$ cat config.mk
export PLATFORM = sky130hd
export DESIGN_NAME = cfg_stream_loader
export DESIGN_NICKNAME = d
export VERILOG_FILES = /design/src/rtl/cfg_load_pkg.sv /design/src/rtl/cfg_sck_gen.sv /design/src/rtl/cfg_word_fetch.sv /design/src/rtl/cfg_stream_loader.sv
export SDC_FILE = /design/constraint.sdc
export NUM_CORES = 1
export LEC_CHECK = 0
export BUFFER_PORTS_ARGS = -buffer_cell sky130_fd_sc_hd__buf_4
export CORE_MARGIN = 5
export CORE_UTILIZATION = 60
export CTS_BUF_LIST = sky130_fd_sc_hd__clkbuf_4 sky130_fd_sc_hd__clkbuf_8 sky130_fd_sc_hd__clkbuf_16
export CTS_CLUSTER_DIAMETER = 200
export DETAILED_ROUTE_END_ITERATION = 10
export PLACE_DENSITY = 0.83
export SLEW_MARGIN = 20
export SYNTH_ARGS = -nofsm -noshare
export SYNTH_HDL_FRONTEND = slang
export SYNTH_SLANG_ARGS = --single-unit
$ cat constraint.sdc
create_clock -name clk_i -period 6.5 [get_ports clk_i]
set_input_delay 1.625 -clock clk_i [delete_from_list [all_inputs] [get_ports clk_i]]
set_output_delay 1.625 -clock clk_i [all_outputs]
set_load 0.02 [all_outputs]
$ cat src/rtl/cfg_load_pkg.sv
package cfg_load_pkg;

  typedef enum logic [3:0] {
    S_IDLE, S_RST_LOW, S_RST_CLK, S_REL_CLK, S_WAIT,
    S_PRE_IDLE, S_PRE_BYTE, S_IMAGE, S_FLUSH_LO, S_FLUSH_HI, S_CHECK
  } ld_state_e;

  localparam int RST_CLKS   = 32;
  localparam int FLUSH_CLKS = 25;
  localparam int SHORT_IDLE = 8;
  localparam int NUM_GRP    = 4;

  function automatic logic [7:0] pre_byte(input logic [4:0] idx);
    case (idx)
      5'd0:  pre_byte = 8'h7E;
      5'd1:  pre_byte = 8'hAA;
      5'd2:  pre_byte = 8'h99;
      5'd3:  pre_byte = 8'h7E;
      5'd4:  pre_byte = 8'h01;
      5'd5:  pre_byte = 8'h0E;
      5'd6:  pre_byte = 8'h83;
      5'd9:  pre_byte = 8'h26;
      5'd10: pre_byte = 8'h11;
      5'd11: pre_byte = 8'h83;
      5'd14: pre_byte = 8'h27;
      5'd15: pre_byte = 8'h21;
      5'd16: pre_byte = 8'h81;
      default: pre_byte = 8'h00;
    endcase
  endfunction

  // index of the last byte in each preamble group
  function automatic logic [4:0] grp_last(input logic [2:0] g);
    case (g)
      3'd0: grp_last = 5'd5;
      3'd1: grp_last = 5'd10;
      3'd2: grp_last = 5'd15;
      default: grp_last = 5'd16;
    endcase
  endfunction

  // select-high gap preceding byte group g (g == NUM_GRP is the final gap)
  function automatic int unsigned idle_len(input logic [2:0] g, input int unsigned long_idle);
    idle_len = (g == 3'd1) ? long_idle : SHORT_IDLE;
  endfunction

endpackage

$ cat src/rtl/cfg_sck_gen.sv
module cfg_sck_gen #(
  parameter int DIV_W = 8
) (
  input  logic             clk_i,
  input  logic             rst_ni,
  input  logic             en_i,
  input  logic [DIV_W-1:0] div_i,
  output logic             sck_o,
  output logic             fall_o
);

  logic [DIV_W-1:0] cnt_q;
  logic             sck_q;
  logic             wrap;

  assign wrap   = (cnt_q == div_i);
  assign fall_o = en_i && wrap && sck_q;
  assign sck_o  = sck_q;

  always_ff @(posedge clk_i or negedge rst_ni) begin
    if (!rst_ni) begin
      cnt_q <= '0;
      sck_q <= 1'b1;
    end else if (!en_i) begin
      cnt_q <= '0;
      sck_q <= 1'b1;
    end else if (wrap) begin
      cnt_q <= '0;
      sck_q <= ~sck_q;
    end else begin
      cnt_q <= cnt_q + 1'b1;
    end
  end


  sck_park_chk: assert property (@(posedge clk_i) disable iff (!rst_ni)
    !en_i |=> sck_o);

endmodule

$ cat src/rtl/cfg_word_fetch.sv
module cfg_word_fetch #(
  parameter int WORDS = 4,
  parameter int AW    = 3,
  parameter int DW    = 32
) (
  input  logic          clk_i,
  input  logic          rst_ni,
  input  logic          restart_i,
  input  logic          take_i,
  output logic          rd_o,
  output logic [AW-1:0] addr_o,
  input  logic [DW-1:0] data_i,
  output logic [DW-1:0] word_o
);

  localparam logic [AW-1:0] LIMIT = AW'(WORDS);

  logic          rd_q, pend_q, valid_q;
  logic [AW-1:0] addr_q, nxt_q;
  logic [DW-1:0] word_q;

  assign rd_o   = rd_q;
  assign addr_o = addr_q;
  assign word_o = word_q;

  always_ff @(posedge clk_i or negedge rst_ni) begin
    if (!rst_ni) begin
      rd_q    <= 1'b0;
      pend_q  <= 1'b0;
      valid_q <= 1'b0;
      addr_q  <= '0;
      nxt_q   <= '0;
      word_q  <= '0;
    end else begin
      pend_q <= rd_q;
      rd_q   <= 1'b0;
      if (pend_q) begin
        word_q  <= data_i;
        valid_q <= 1'b1;
      end
      if (restart_i) begin
        rd_q    <= 1'b1;
        addr_q  <= '0;
        nxt_q   <= AW'(1);
        valid_q <= 1'b0;
      end else if (take_i) begin
        valid_q <= 1'b0;
        if (nxt_q != LIMIT) begin
          rd_q   <= 1'b1;
          addr_q <= nxt_q;
          nxt_q  <= nxt_q + 1'b1;
        end
      end
    end
  end


  take_valid_chk: assert property (@(posedge clk_i) disable iff (!rst_ni)
    take_i |-> valid_q);


  fetch_addr_chk: assert property (@(posedge clk_i) disable iff (!rst_ni)
    rd_o |-> (addr_o < LIMIT));

endmodule

$ cat src/rtl/cfg_stream_loader.sv
module cfg_stream_loader
  import cfg_load_pkg::*;
#(
  parameter int WORDS        = 17022,
  parameter int DIV_W        = 8,
  parameter int TO_W         = 16,
  parameter int RST_LOW_CYC  = 32,
  parameter int RST_WAIT_CYC = 40000,
  parameter int LONG_IDLE    = 13000,
  localparam int AW          = $clog2(WORDS + 1)
) (
  input  logic             clk_i,
  input  logic             rst_ni,
  input  logic             start_i,
  input  logic             lowpwr_i,
  input  logic [DIV_W-1:0] div_i,
  input  logic [TO_W-1:0]  timeout_i,
  output logic             busy_o,
  output logic             done_o,
  output logic             fail_o,
  output logic             word_rd_o,
  output logic [AW-1:0]    word_addr_o,
  input  logic [31:0]      word_data_i,
  output logic             tgt_rst_no,
  output logic             tgt_sel_o,
  output logic             tgt_sck_o,
  output logic             tgt_sdo_o,
  input  logic             tgt_done_i
);

  localparam int WAIT_MAX = (RST_LOW_CYC > RST_WAIT_CYC) ? RST_LOW_CYC : RST_WAIT_CYC;
  localparam int CW       = $clog2(WAIT_MAX + 1);
  localparam int LW0      = $clog2(LONG_IDLE + 1);
  localparam int LW       = (LW0 > 6) ? LW0 : 6;

  localparam logic [CW-1:0] LOW_LAST   = CW'(RST_LOW_CYC - 1);
  localparam logic [CW-1:0] WAIT_LAST  = CW'(RST_WAIT_CYC - 1);
  localparam logic [LW-1:0] RST_LAST   = LW'(RST_CLKS - 1);
  localparam logic [LW-1:0] FLUSH_LAST = LW'(FLUSH_CLKS - 1);
  localparam logic [AW-1:0] WORD_LAST  = AW'(WORDS - 1);

  ld_state_e        state;
  logic             lp_q;
  logic [DIV_W-1:0] div_q;
  logic [TO_W-1:0]  to_q, extra_q;
  logic [CW-1:0]    cyc_q;
  logic [LW-1:0]    clk_q;
  logic [4:0]       bit_q, bidx_q;
  logic [2:0]       grp_q;
  logic [AW-1:0]    wcnt_q;
  logic [31:0]      sreg_q;
  logic             sel_q, rstn_q, sdo_q, busy_q, done_q, fail_q;
  logic [1:0]       done_s;

  logic             sck_en, fall, go, take;
  logic [31:0]      buf_word;
  logic [7:0]       cur_byte;

  assign go       = (state == S_IDLE) && start_i;
  assign take     = fall && (state == S_IMAGE) && (bit_q == 5'd0);
  assign cur_byte = pre_byte(bidx_q);
  assign sck_en   = !(state inside {S_IDLE, S_RST_LOW, S_WAIT});

  cfg_sck_gen #(.DIV_W(DIV_W)) i_sck_gen (
    .clk_i  (clk_i),
    .rst_ni (rst_ni),
    .en_i   (sck_en),
    .div_i  (div_q),
    .sck_o  (tgt_sck_o),
    .fall_o (fall)
  );

  cfg_word_fetch #(.WORDS(WORDS), .AW(AW), .DW(32)) i_word_fetch (
    .clk_i     (clk_i),
    .rst_ni    (rst_ni),
    .restart_i (go),
    .take_i    (take),
    .rd_o      (word_rd_o),
    .addr_o    (word_addr_o),
    .data_i    (word_data_i),
    .word_o    (buf_word)
  );

  always_ff @(posedge clk_i or negedge rst_ni) begin
    if (!rst_ni) done_s <= '0;
    else         done_s <= {done_s[0], tgt_done_i};
  end

  always_ff @(posedge clk_i or negedge rst_ni) begin
    if (!rst_ni) begin
      state   <= S_IDLE;
      lp_q    <= 1'b0;
      div_q   <= '0;
      to_q    <= '0;
      extra_q <= '0;
      cyc_q   <= '0;
      clk_q   <= '0;
      bit_q   <= '0;
      bidx_q  <= '0;
      grp_q   <= '0;
      wcnt_q  <= '0;
      sreg_q  <= '0;
      sel_q   <= 1'b1;
      rstn_q  <= 1'b1;
      sdo_q   <= 1'b0;
      busy_q  <= 1'b0;
      done_q  <= 1'b0;
      fail_q  <= 1'b0;
    end else begin
      unique case (state)
        S_IDLE: if (start_i) begin
          lp_q   <= lowpwr_i;
          div_q  <= div_i;
          to_q   <= timeout_i;
          busy_q <= 1'b1;
          done_q <= 1'b0;
          fail_q <= 1'b0;
          sel_q  <= 1'b0;
          rstn_q <= 1'b0;
          sdo_q  <= 1'b0;
          cyc_q  <= '0;
          state  <= S_RST_LOW;
        end
        S_RST_LOW: begin
          if (cyc_q == LOW_LAST) begin
            cyc_q <= '0;
            clk_q <= '0;
            if (lp_q) begin
              rstn_q <= 1'b1;
              state  <= S_WAIT;
            end else begin
              state <= S_RST_CLK;
            end
          end else begin
            cyc_q <= cyc_q + 1'b1;
          end
        end
        S_WAIT: begin
          if (cyc_q == WAIT_LAST) begin
            clk_q  <= '0;
            grp_q  <= '0;
            bidx_q <= '0;
            state  <= S_PRE_IDLE;
          end else begin
            cyc_q <= cyc_q + 1'b1;
          end
        end
        S_RST_CLK: if (fall) begin
          if (clk_q == RST_LAST) begin
            clk_q <= '0;
            state <= S_REL_CLK;
          end else clk_q <= clk_q + 1'b1;
        end
        S_REL_CLK: if (fall) begin
          rstn_q <= 1'b1;
          if (clk_q == RST_LAST) begin
            bit_q  <= '0;
            wcnt_q <= '0;
            state  <= S_IMAGE;
          end else clk_q <= clk_q + 1'b1;
        end
        S_PRE_IDLE: if (fall) begin
          sel_q <= 1'b1;
          sdo_q <= 1'b0;
          if (clk_q == LW'(idle_len(grp_q, LONG_IDLE) - 1)) begin
            clk_q <= '0;
            bit_q <= '0;
            if (grp_q == 3'(NUM_GRP)) begin
              wcnt_q <= '0;
              state  <= S_IMAGE;
            end else begin
              state <= S_PRE_BYTE;
            end
          end else clk_q <= clk_q + 1'b1;
        end
        S_PRE_BYTE: if (fall) begin
          sel_q <= 1'b0;
          sdo_q <= cur_byte[~bit_q[2:0]];
          if (bit_q == 5'd7) begin
            bit_q  <= '0;
            bidx_q <= bidx_q + 1'b1;
            if (bidx_q == grp_last(grp_q)) begin
              grp_q <= grp_q + 1'b1;
              clk_q <= '0;
              state <= S_PRE_IDLE;
            end
          end else bit_q <= bit_q + 1'b1;
        end
        S_IMAGE: if (fall) begin
          sel_q <= 1'b0;
          if (bit_q == 5'd0) begin
            sdo_q  <= buf_word[31];
            sreg_q <= {buf_word[30:0], 1'b0};
          end else begin
            sdo_q  <= sreg_q[31];
            sreg_q <= {sreg_q[30:0], 1'b0};
          end
          bit_q <= bit_q + 1'b1;
          if (bit_q == 5'd31) begin
            if (wcnt_q == WORD_LAST) begin
              clk_q <= '0;
              state <= S_FLUSH_LO;
            end else wcnt_q <= wcnt_q + 1'b1;
          end
        end
        S_FLUSH_LO: if (fall) begin
          sel_q <= 1'b0;
          sdo_q <= 1'b0;
          if (clk_q == FLUSH_LAST) begin
            clk_q <= '0;
            state <= S_FLUSH_HI;
          end else clk_q <= clk_q + 1'b1;
        end
        S_FLUSH_HI: if (fall) begin
          sel_q <= 1'b1;
          sdo_q <= 1'b0;
          if (clk_q == FLUSH_LAST) begin
            extra_q <= '0;
            state   <= S_CHECK;
          end else clk_q <= clk_q + 1'b1;
        end
        S_CHECK: if (fall) begin
          if (done_s[1]) begin
            done_q <= 1'b1;
            busy_q <= 1'b0;
            state  <= S_IDLE;
          end else if (extra_q == to_q) begin
            fail_q <= 1'b1;
            busy_q <= 1'b0;
            state  <= S_IDLE;
          end else extra_q <= extra_q + 1'b1;
        end
        default: state <= S_IDLE;
      endcase
    end
  end

  assign busy_o     = busy_q;
  assign done_o     = done_q;
  assign fail_o     = fail_q;
  assign tgt_sel_o  = sel_q;
  assign tgt_rst_no = rstn_q;
  assign tgt_sdo_o  = sdo_q;


  shift_hold_chk: assert property (@(posedge clk_i) disable iff (!rst_ni)
    sck_en && $past(sck_en) && tgt_sck_o && $past(tgt_sck_o)
    |-> $stable(tgt_sdo_o) && $stable(tgt_sel_o) && $stable(tgt_rst_no));


  status_excl_chk: assert property (@(posedge clk_i) disable iff (!rst_ni)
    $countones({done_o, fail_o}) <= 1);


  busy_clear_chk: assert property (@(posedge clk_i) disable iff (!rst_ni)
    busy_o |-> !done_o && !fail_o);


  rst_sel_chk: assert property (@(posedge clk_i) disable iff (!rst_ni)
    !tgt_rst_no |-> !tgt_sel_o);


  idle_sck_chk: assert property (@(posedge clk_i) disable iff (!rst_ni)
    !busy_o && !$past(busy_o) |-> tgt_sck_o);

endmodule

[Word-level counts from Yosys, hierarchy flattened]
Memories as Yosys holds them, arrays and structs flattened.
Cells that the tools add are included.
Word-level totals
  bits in read-only memories: 256
  output and inout port bits: 23
  input bits: 61
  bits in registers: 216
  memories kept: 1
  word-level logic and storage cells: 265
Cells by class
  magnitude comparators: 1
  equal/unequal tests: 59
  bitwise gates (word level): 2
  reductions and logical operators: 42
  muxes and demuxes: 124
  add/sub/neg operators: 10
Memories
  (no name shown): depth 32, bits a word 8, rd ports 1, clocked after Yosys merged registers in 0, write ports 0, line cfg_load_pkg.sv:14  | case (idx)
Operator list (number)
  14-bit two-way mux: 19
  15-bit two-way mux: 14
  16-bit two-way mux: 8
  14-bit case mux with 9 select lines: 1
  4-bit two-way mux: 22
  5-bit two-way mux: 13
  2-bit inequality test, second input constant: 26
  16-bit case mux with 3 select lines: 1
  15-bit case mux with 3 select lines: 1
  4-bit case mux with 11 select lines: 1
  16-bit by 1-bit adder with 16-bit output, second input constant: 2
  32-bit two-way mux: 1
  16-bit case mux with 2 select lines: 1
  15-bit by 1-bit adder with 15-bit output, second input constant: 2
  14-bit by 5-bit == test with 1-bit output, second input constant: 2
  1-bit two-way mux: 24
  21-bit AND reduction: 1
  5-bit case mux with 4 select lines: 1
  5-bit AND reduction: 4
  16-bit == test: 1
  16-bit == test, second input constant: 1
  16-bit by 5-bit == test with 1-bit output, second input constant: 1
  4-bit by 3-bit == test with 1-bit output, second input constant: 4
  8-bit two-way mux: 2
  49 further kinds: 85

[Depth between registers and ports, before layout]
Gate-level depths: netlist of run 1.
  depth after elaboration: 12
  depth in mapped cells: 11
  gate-level depth less buffers: 9

[Cells and area by module]
A second synthesis of run 1 with hierarchy kept.
Second synthesis, totals
  cell total of the unflattened synthesis: 1168
  area total of the unflattened synthesis: 11267.1 um2
By module, submodules not included
  cfg_stream_loader: cells each 891, area each 8029.0 um2, instances 1, seq. area each 3555.9 um2
  cfg_word_fetch: cells each 229, area each 2730.1 um2, instances 1, seq. area each 1601.5 um2
  cfg_sck_gen: cells each 48, area each 508.0 um2, instances 1, seq. area each 226.5 um2

[Worst setup path before layout of run 1]
OpenSTA, ideal clock, no wires.
  kind: input -> register
  start point: input port start_i
  end point: register state[1]
  stages on the path: 5
  arrival: 2.608 ns
  setup slack: 3.766 ns
  buffers on the path: 0
  data required time: 6.374 ns
  setup time: 0.126 ns
  path through: nor3_1 > o21ai_0 > o2111ai_1 > or2_1 > o32a_1
Between the ends
  word-level cells in the longest chain between the ends: 2
Ends and longest elaborated chain
  start, declared: line cfg_stream_loader.sv:14  | input logic start_i,
  2-bit inequality test (no line)
  21-bit AND reduction (no line)
  end signal, assigned: line cfg_stream_loader.sv:91  | state <= S_IDLE;
  end signal, assigned: line cfg_stream_loader.sv:122  | state <= S_RST_LOW;
  end signal, assigned: line cfg_stream_loader.sv:130  | state <= S_WAIT;
  end, declared: line cfg_stream_loader.sv:42  | ld_state_e state;
No other way between the ends.
A chain may end at the register's enable or synchronous reset.

[Worst setup path in the final report of run 1]
  start point: register state[2]
  end point: register i_word_fetch.nxt_q[9]
Between the ends
  word-level cells in the longest chain between the ends: 9
  elaborated cells between the ends (all ways): 15
  those cells by class: 3 x eq/ne; 1 x mux; 11 x reduce/logical
Ends and longest elaborated chain
  4-bit by 1-bit == test with 1-bit output, or another cell as far along: line cfg_stream_loader.sv:62  | assign sck_en = !(state inside {S_IDLE, S_RST_LOW, S_WAIT});
  3-bit nonzero test (no line)
  1-bit zero test: line cfg_stream_loader.sv:62
  1-bit logical AND (2 in a row): line cfg_sck_gen.sv:17  | assign fall_o = en_i && wrap && sck_q;
  1-bit logical AND (2 in a row): line cfg_stream_loader.sv:60  | assign take = fall && (state == S_IMAGE) && (bit_q == 5'd0);
  2-bit nonzero test (no line)
  2-bit AND reduction (no line)
  end signal, assigned: line cfg_word_fetch.sv:51  | nxt_q <= nxt_q + 1'b1;
  end, declared: line cfg_word_fetch.sv:19  | logic [AW-1:0] addr_q, nxt_q;
Several ways; a longest one is shown, not always the timed one.

==> run metrics, run 1 <==
status=complete, no violations; Hold Path Class=reg2reg; Starting DRT DRC Count=815; crit end category=flip-flop; fraction of layout cells with a size suffix above 1=0.151; Yosys cell types=74; commonest non-fill, non-tap cells in the layout=dfrtp_1 (212), nand2_1 (174), nor2_1 (114), buf_4 (89), nand3_1 (61); register area share after synthesis=0.483; LEAKAGE=a little under 6 nW; kind of critical path=reg2reg; top-area cell type share of the netlist area=0.475; synthesized netlist cell count=around 1.2k; Worst Path Max Fanout=between 60 and 70; worst endpoint data arrival time=between 4 and 5 ns; post-route setup TNS=0 ns; post-synthesis net count=roughly 1.3k; Pwr Total=4.85 mW; final WL=~25 mm; Crit-path slowest cell=dfrtp_1; synthesized area=~11000 sq um; most common cell after layout, fill and taps aside=dfrtp_1; first-pass GRT wire length=41.9 mm; CP bufs+invs=1; Slew headroom=0.363; CTS Hold Bufs=0; overall routing resource usage=0.230; Async SR Flop Fraction=1.00; Main synth FF type=dfrtp_1; Initial Util=0.615; Routed WL per cell=16.9 microns; die area=~21000 sq um; RSZ-0062 raised after global routing=no; Worst-Skew Late Latency=0.52 ns; top post-synthesis cells by area=dfrtp_1 (48%), nand2_1 (5.9%), nor2_1 (3.8%); power per cell area=approximately 380 nW/um^2; GRT overflow=0; clock-pin slew on the worst setup and hold paths=0.06 ns; vias=8966; post_cts resized=0; CTS max path bufs=3; R2R Setup Slk=roughly 2.6 ns; fillcell total=1367; ratio of final minimum period to clock period=0.602; maxcap violations=0; Die W=between 100 and 150 microns; core area=roughly 18000 sq um; flop and latch count out of synthesis=about 220; CTS root buf=clkbuf_16; Yosys warnings=0; Fin. Hold Viols=0; Final #Nets=1318; crit-path cells=nor2b_1 -> nand3_1 -> nor4_4 -> buf_4 -> o211a_2 -> and4_1 -> xnor2_1 -> nor2_1; final setup vio count=0; Worst Tran Pin Value=0.947 ns; maximum vdd drop=0.000288 V; initial antenna violation count=0; register area=between 5000 and 6000 sq um; worst hold slack=roughly 0.36 ns; vias in the first global route=8559; Die Ht=about 150 microns; Tmin final=3.92 ns; area of the multi-input gates=5410 sq um; number of H-tree levels=1; Area Overhead vs Synth=13.2%; Worst Setup Start Kind=flip-flop; num rows=between 40 and 50; CTS tree=done; Yosys top cell by area=dfrtp_1; # DRC=0; CTS buffer count=23; pin count of the biggest net entering global routing=135; Post-synth EDFFs=0; Max Slew Vio Count=0; IO Port Bufs=83; Detail Placement HPWL=about 16 mm; DR pass1 iterations=6; ant diodes=0; worst clock skew=0.0141 ns; Syn Area/Cell=between 9 and 10 sq um; clk sinks=between 200 and 250; f_max=around 260 MHz; critical path data required time=roughly 7 ns; routed vias/inst=~6.1; antenna-violating nets left=0; Placed Instances=about 1.4k; post-CTS setup buffers=0; crit-path max cell delay=between 0.7 and 0.8 ns; I/O pin cnt=84; RePlAce Congestion=0.896; Crit path max-delay family=simple AND/OR/NAND/NOR gates; fin cells=~1.5k
## worst paths after layout
check | startpoint | end | cells past startpoint
min reg2reg | done_s[0] | done_s[1] | 0
min in group asynchronous | rst_ni | clk_q[6] | 1
max | state[2] | i_word_fetch.nxt_q[9] | 8
min | done_s[0] | done_s[1] | 0
max in group asynchronous | rst_ni | bit_q[4] | 2
max reg2reg | state[2] | i_word_fetch.nxt_q[9] | 8
## final cells by class
type | instances | area share
multi-input cells | 876 | 0.428
well taps | 229 | 0.0227
flip-flops and latches | 215 | 0.426
clock inverters | 10 | 0.00961
repair buffers | 91 | 0.0557
clock buffers | 28 | 0.0495
inverters | 28 | 0.00832
## state kept, by name, summed over array words and instances (netlist names), 2 cells and up
signal,cells
div_q,8
state,4
extra_q,16
sreg_q,31
wcnt_q,15
bidx_q,5
i_word_fetch.nxt_q,15
i_word_fetch.word_o,32
i_word_fetch.addr_o,15
cyc_q,16
i_sck_gen.cnt_q,8
done_s,2
bit_q,5
grp_q,3
to_q,16
clk_q,14
## per-layer routing
layer  global-route usage  part of all wire  vias to the layer above
li1                     -                 -                     4297
met1                0.320              0.43                     4361
met2                0.386              0.50                      264
met3               0.0279             0.051                       44
met4               0.0630             0.026                        0
met5                    0                 0                        -
## through the flow
stage	setup WS, ns	util	area (sq um)
floorplan	3.77	-	11200
detailed placement	2.68	0.655	11900
finish	2.58	0.696	12600
global route	2.20	0.696	12600
CTS	2.65	0.696	12600
global placement	2.75	0.655	11900
## report_power, final
part / switching, mW / internal [mW] / leakage (nW)
clock: 0.535 / 0.766 / 0.373
combinational: 0.877 / 0.629 / 2.66
sequential: 0.329 / 1.71 / 2.83
## cells by family (layout without fill, tap and decap cells)
logic type,after synthesis,count (layout),share of synthesized area
XOR/XNOR,57,57,0.0447
AO/OA/AOI/OAI,236,236,0.136
adder cells (fa/ha/maj),22,22,0.0247
buffers and inverters,93,157,0.0332
AND/OR/NAND/NOR,489,489,0.210
flip-flops,215,215,0.483
multiplexers,72,72,0.0687
## synthesized netlist by cell type, drive strengths merged, types with 22 or more instances
library cell,instances
o21ai,69
nand3,62
nand4,22
nor2,114
inv,28
a21oi,55
ha,22
xnor2,41
clkbuf,52
dfrtp,212
mux2,37
mux2i,35
o31ai,42
nand2,175
and3,23
(Power assumes the default switching activity.)
==> run 2: changes to the inputs <==
--- a/config.mk
+++ b/config.mk
@@ -5,13 +5,14 @@
 export SDC_FILE = /design/constraint.sdc
 export NUM_CORES = 1
 export LEC_CHECK = 0
+export ABC_AREA = 1
 export BUFFER_PORTS_ARGS = -buffer_cell sky130_fd_sc_hd__buf_4
 export CORE_MARGIN = 5
-export CORE_UTILIZATION = 60
+export CORE_UTILIZATION = 56
 export CTS_BUF_LIST = sky130_fd_sc_hd__clkbuf_4 sky130_fd_sc_hd__clkbuf_8 sky130_fd_sc_hd__clkbuf_16
 export CTS_CLUSTER_DIAMETER = 200
 export DETAILED_ROUTE_END_ITERATION = 10
-export PLACE_DENSITY = 0.83
+export PLACE_DENSITY = 0.81
 export SLEW_MARGIN = 20
 export SYNTH_ARGS = -nofsm -noshare
 export SYNTH_HDL_FRONTEND = slang
==> constraint.sdc (replaced) <==
create_clock -name clk_i -period 3.51 [get_ports clk_i]
set_input_delay 0.8775 -clock clk_i [delete_from_list [all_inputs] [get_ports clk_i]]
set_output_delay 0.8775 -clock clk_i [all_outputs]
set_load 0.02 [all_outputs]
==> run metrics, run 2 <==
Worst Path Max Fanout=15; post-route setup TNS=0 ns; commonest non-fill, non-tap cells in the layout=nand2_1 (544), dfrtp_1 (212), inv_1 (181), nand3_1 (171), o21ai_0 (140); fraction of layout cells with a size suffix above 1=0.120; final setup vio count=0; gr busiest metal=met2; clock-pin slew on the worst setup and hold paths=roughly 0.06 ns; maxcap violations=0; worst clock skew=~0.0094 ns; worst endpoint data arrival time=~3 ns; post-synthesis simple-gate area fraction=0.329; most common cell after layout, fill and taps aside=nand2_1; power per cell area=approximately 640 nW/um^2; CTS Hold Bufs=0; met2 Usage GRT=0.378; critical path data required time=approximately 4.0 ns; Yosys top cell by area=dfrtp_1; Fin. Hold Viols=0; die area=between 20000 and 30000 sq um; f_max=394 MHz; post_cts resized=0; Tmin final=2.54 ns; largest family of logic cells by synthesized area=simple AND/OR/NAND/NOR gates; Area Overhead vs Synth=12.8%; routed vias/inst=5.45; initial antenna violation count=0; Internal Power=approximately 5.5 mW; Post-Synth XOR/XNOR Area=0.0224; CTS root buf=clkbuf_16; Max Slew Vio Count=0; flop and latch count out of synthesis=~220; # DRC=0; synthesized area=about 13000 sq um; Main synth FF type=dfrtp_1; Hold Path Class=in2async; post-route cell area=about 14000 sq um; CTS tree=done; max reg flops=32; Routed WL per cell=around 14 microns; Worst Tran Pin Value=approximately 0.75 ns; clock share of power=0.271; Starting DRT DRC Count=around 850; most frequent cell after synthesis=nand2_1; vias=roughly 11k; end-of-flow core utilization=0.644; Die Ht=160 microns; GRT overflow=0; kind of critical path=reg2reg; Yosys warnings=0; post-synthesis mux area share=0.000898; Syn Area/Cell=between 7 and 8 sq um; Comb power frac=0.365; Async SR Flop Fraction=1.00; Post-synth EDFFs=0; Post-synth top cells=nand2_1 (544), dfrtp_1 (212), inv_1 (182); pin count of the biggest net entering global routing=86; grt met3 use=0.0345; fillcell total=~1.9k; ant diodes=0; Die W=160 microns; first-pass GRT wire length=slightly above 50 mm; setup slack at placement=approximately 0.96 ns; IO Port Bufs=between 80 and 90; Worst Setup Start Kind=flip-flop; Initial Util=0.571; top-area cell type share of the netlist area=0.423; Synth Area in Compound Gates=0.113; status=complete, no violations; overall routing resource usage=0.229; maximum vdd drop=0.000452 V; LEAKAGE=slightly below 7 nW; CTS max path bufs=3; Slew headroom=0.496; Final #Nets=about 1.9k; vias in the first global route=around 11k; ratio of final minimum period to clock period=0.723; antenna-violating nets left=0; fin worst setup slack=0.971 ns; num rows=between 50 and 60; M1 GR Usage=0.322; Cell Area, Placed=13400 sq um; Detail Placement HPWL=~21 mm; post-synthesis net count=about 1.8k; area of the multi-input gates=~6100 sq um; Reg power frac=0.364; core area=between 20000 and 25000 sq um; worst hold slack=roughly 0.35 ns; Worst-Skew Late Latency=0.52 ns; number of H-tree levels=1; CTS buffer count=24; RSZ-0062 raised after global routing=no; Synth Area in Adders=0.0220; crit end category=flip-flop; Yosys cell types=47; RePlAce Congestion=0.955; clk sinks=~220; register area=roughly 5400 sq um; post-CTS setup buffers=0; I/O pin cnt=84; top post-synthesis cells by area=dfrtp_1 (42%), nand2_1 (16%), nand3_1 (6.8%); DR pass1 iterations=5; switching share of power=0.398; Sw Pwr=between 3 and 4 mW; register area share after synthesis=0.429; final WL=29.6 mm; synthesized netlist cell count=1737
-- run 2: per-layer routing --
| metal | vias to the layer above | share of wire |
|---|---|---|
| met5 | - | 0 |
| met4 | 0 | 0.019 |
| met3 | 49 | 0.061 |
| met2 | 346 | 0.47 |
| met1 | 5277 | 0.45 |
| li1 | 5742 | - |
-- run 2: metrics by stage --
step                total power [mW]  cells
finish                          9.10   2096
global route                    9.79   2096
CTS                             9.15   2096
detailed placement              6.63   2057
global placement                6.53   2057
floorplan                       5.84   1737
-- run 2: logic make-up after synthesis --
| group | Yosys count |
|---|---|
| AOI/OAI and AO/OA | 254 |
| xor gates and xnor gates | 32 |
| adders and majority gates | 22 |
| buffers and inverters | 261 |
| DFF | 215 |
| muxes | 1 |
| and+or+nand+nor | 952 |
-- run 2: layout make-up --
class / count / share of cell area
Tap cell: 280 / 0.0248
Clock inverter: 6 / 0.00451
Timing Repair Buffer: 98 / 0.0543
Clock buffer: 33 / 0.0502
Multi-Input combinational cell: 1261 / 0.432
Inverter: 203 / 0.0539
Sequential cell: 215 / 0.381
-- run 2: worst paths after layout --
path                       startpoint         endpoint  slack, ns  depth (start not counted)
max                          state[1]         clk_q[0]       0.97                         11
min                            rst_ni          to_q[4]       0.35                          1
max reg2reg                  state[1]         clk_q[0]       0.97                         11
min reg2reg                 done_s[0]        done_s[1]       0.35                          0
max in group asynchronous      rst_ni  i_sck_gen.sck_o       2.37                          2
min in group clk_i          done_s[0]        done_s[1]       0.35                          0
-- run 2: worst max-delay path, stage by stage, from the launching register on --
cell and delay [ns]:
dfrtp_1 0.50, nor2_1 0.20, inv_1 0.10, nor2_1 0.58
clkinv_1 0.24, nand3_1 0.15, nand2_1 0.08, nand2_1 0.12
nor2_4 0.10, nand2_2 0.23, nand2_1 0.10, nand2_1 0.07
-- run 2: power by group through the flow --
stage	combinational, mW	sequential (mW)	clock [mW]
floorplan	2.55	3.29	0
global placement	3.20	3.33	0
detailed placement	3.29	3.34	0
CTS	3.32	3.31	2.52
global route	3.79	3.37	2.63
finish	3.32	3.32	2.46
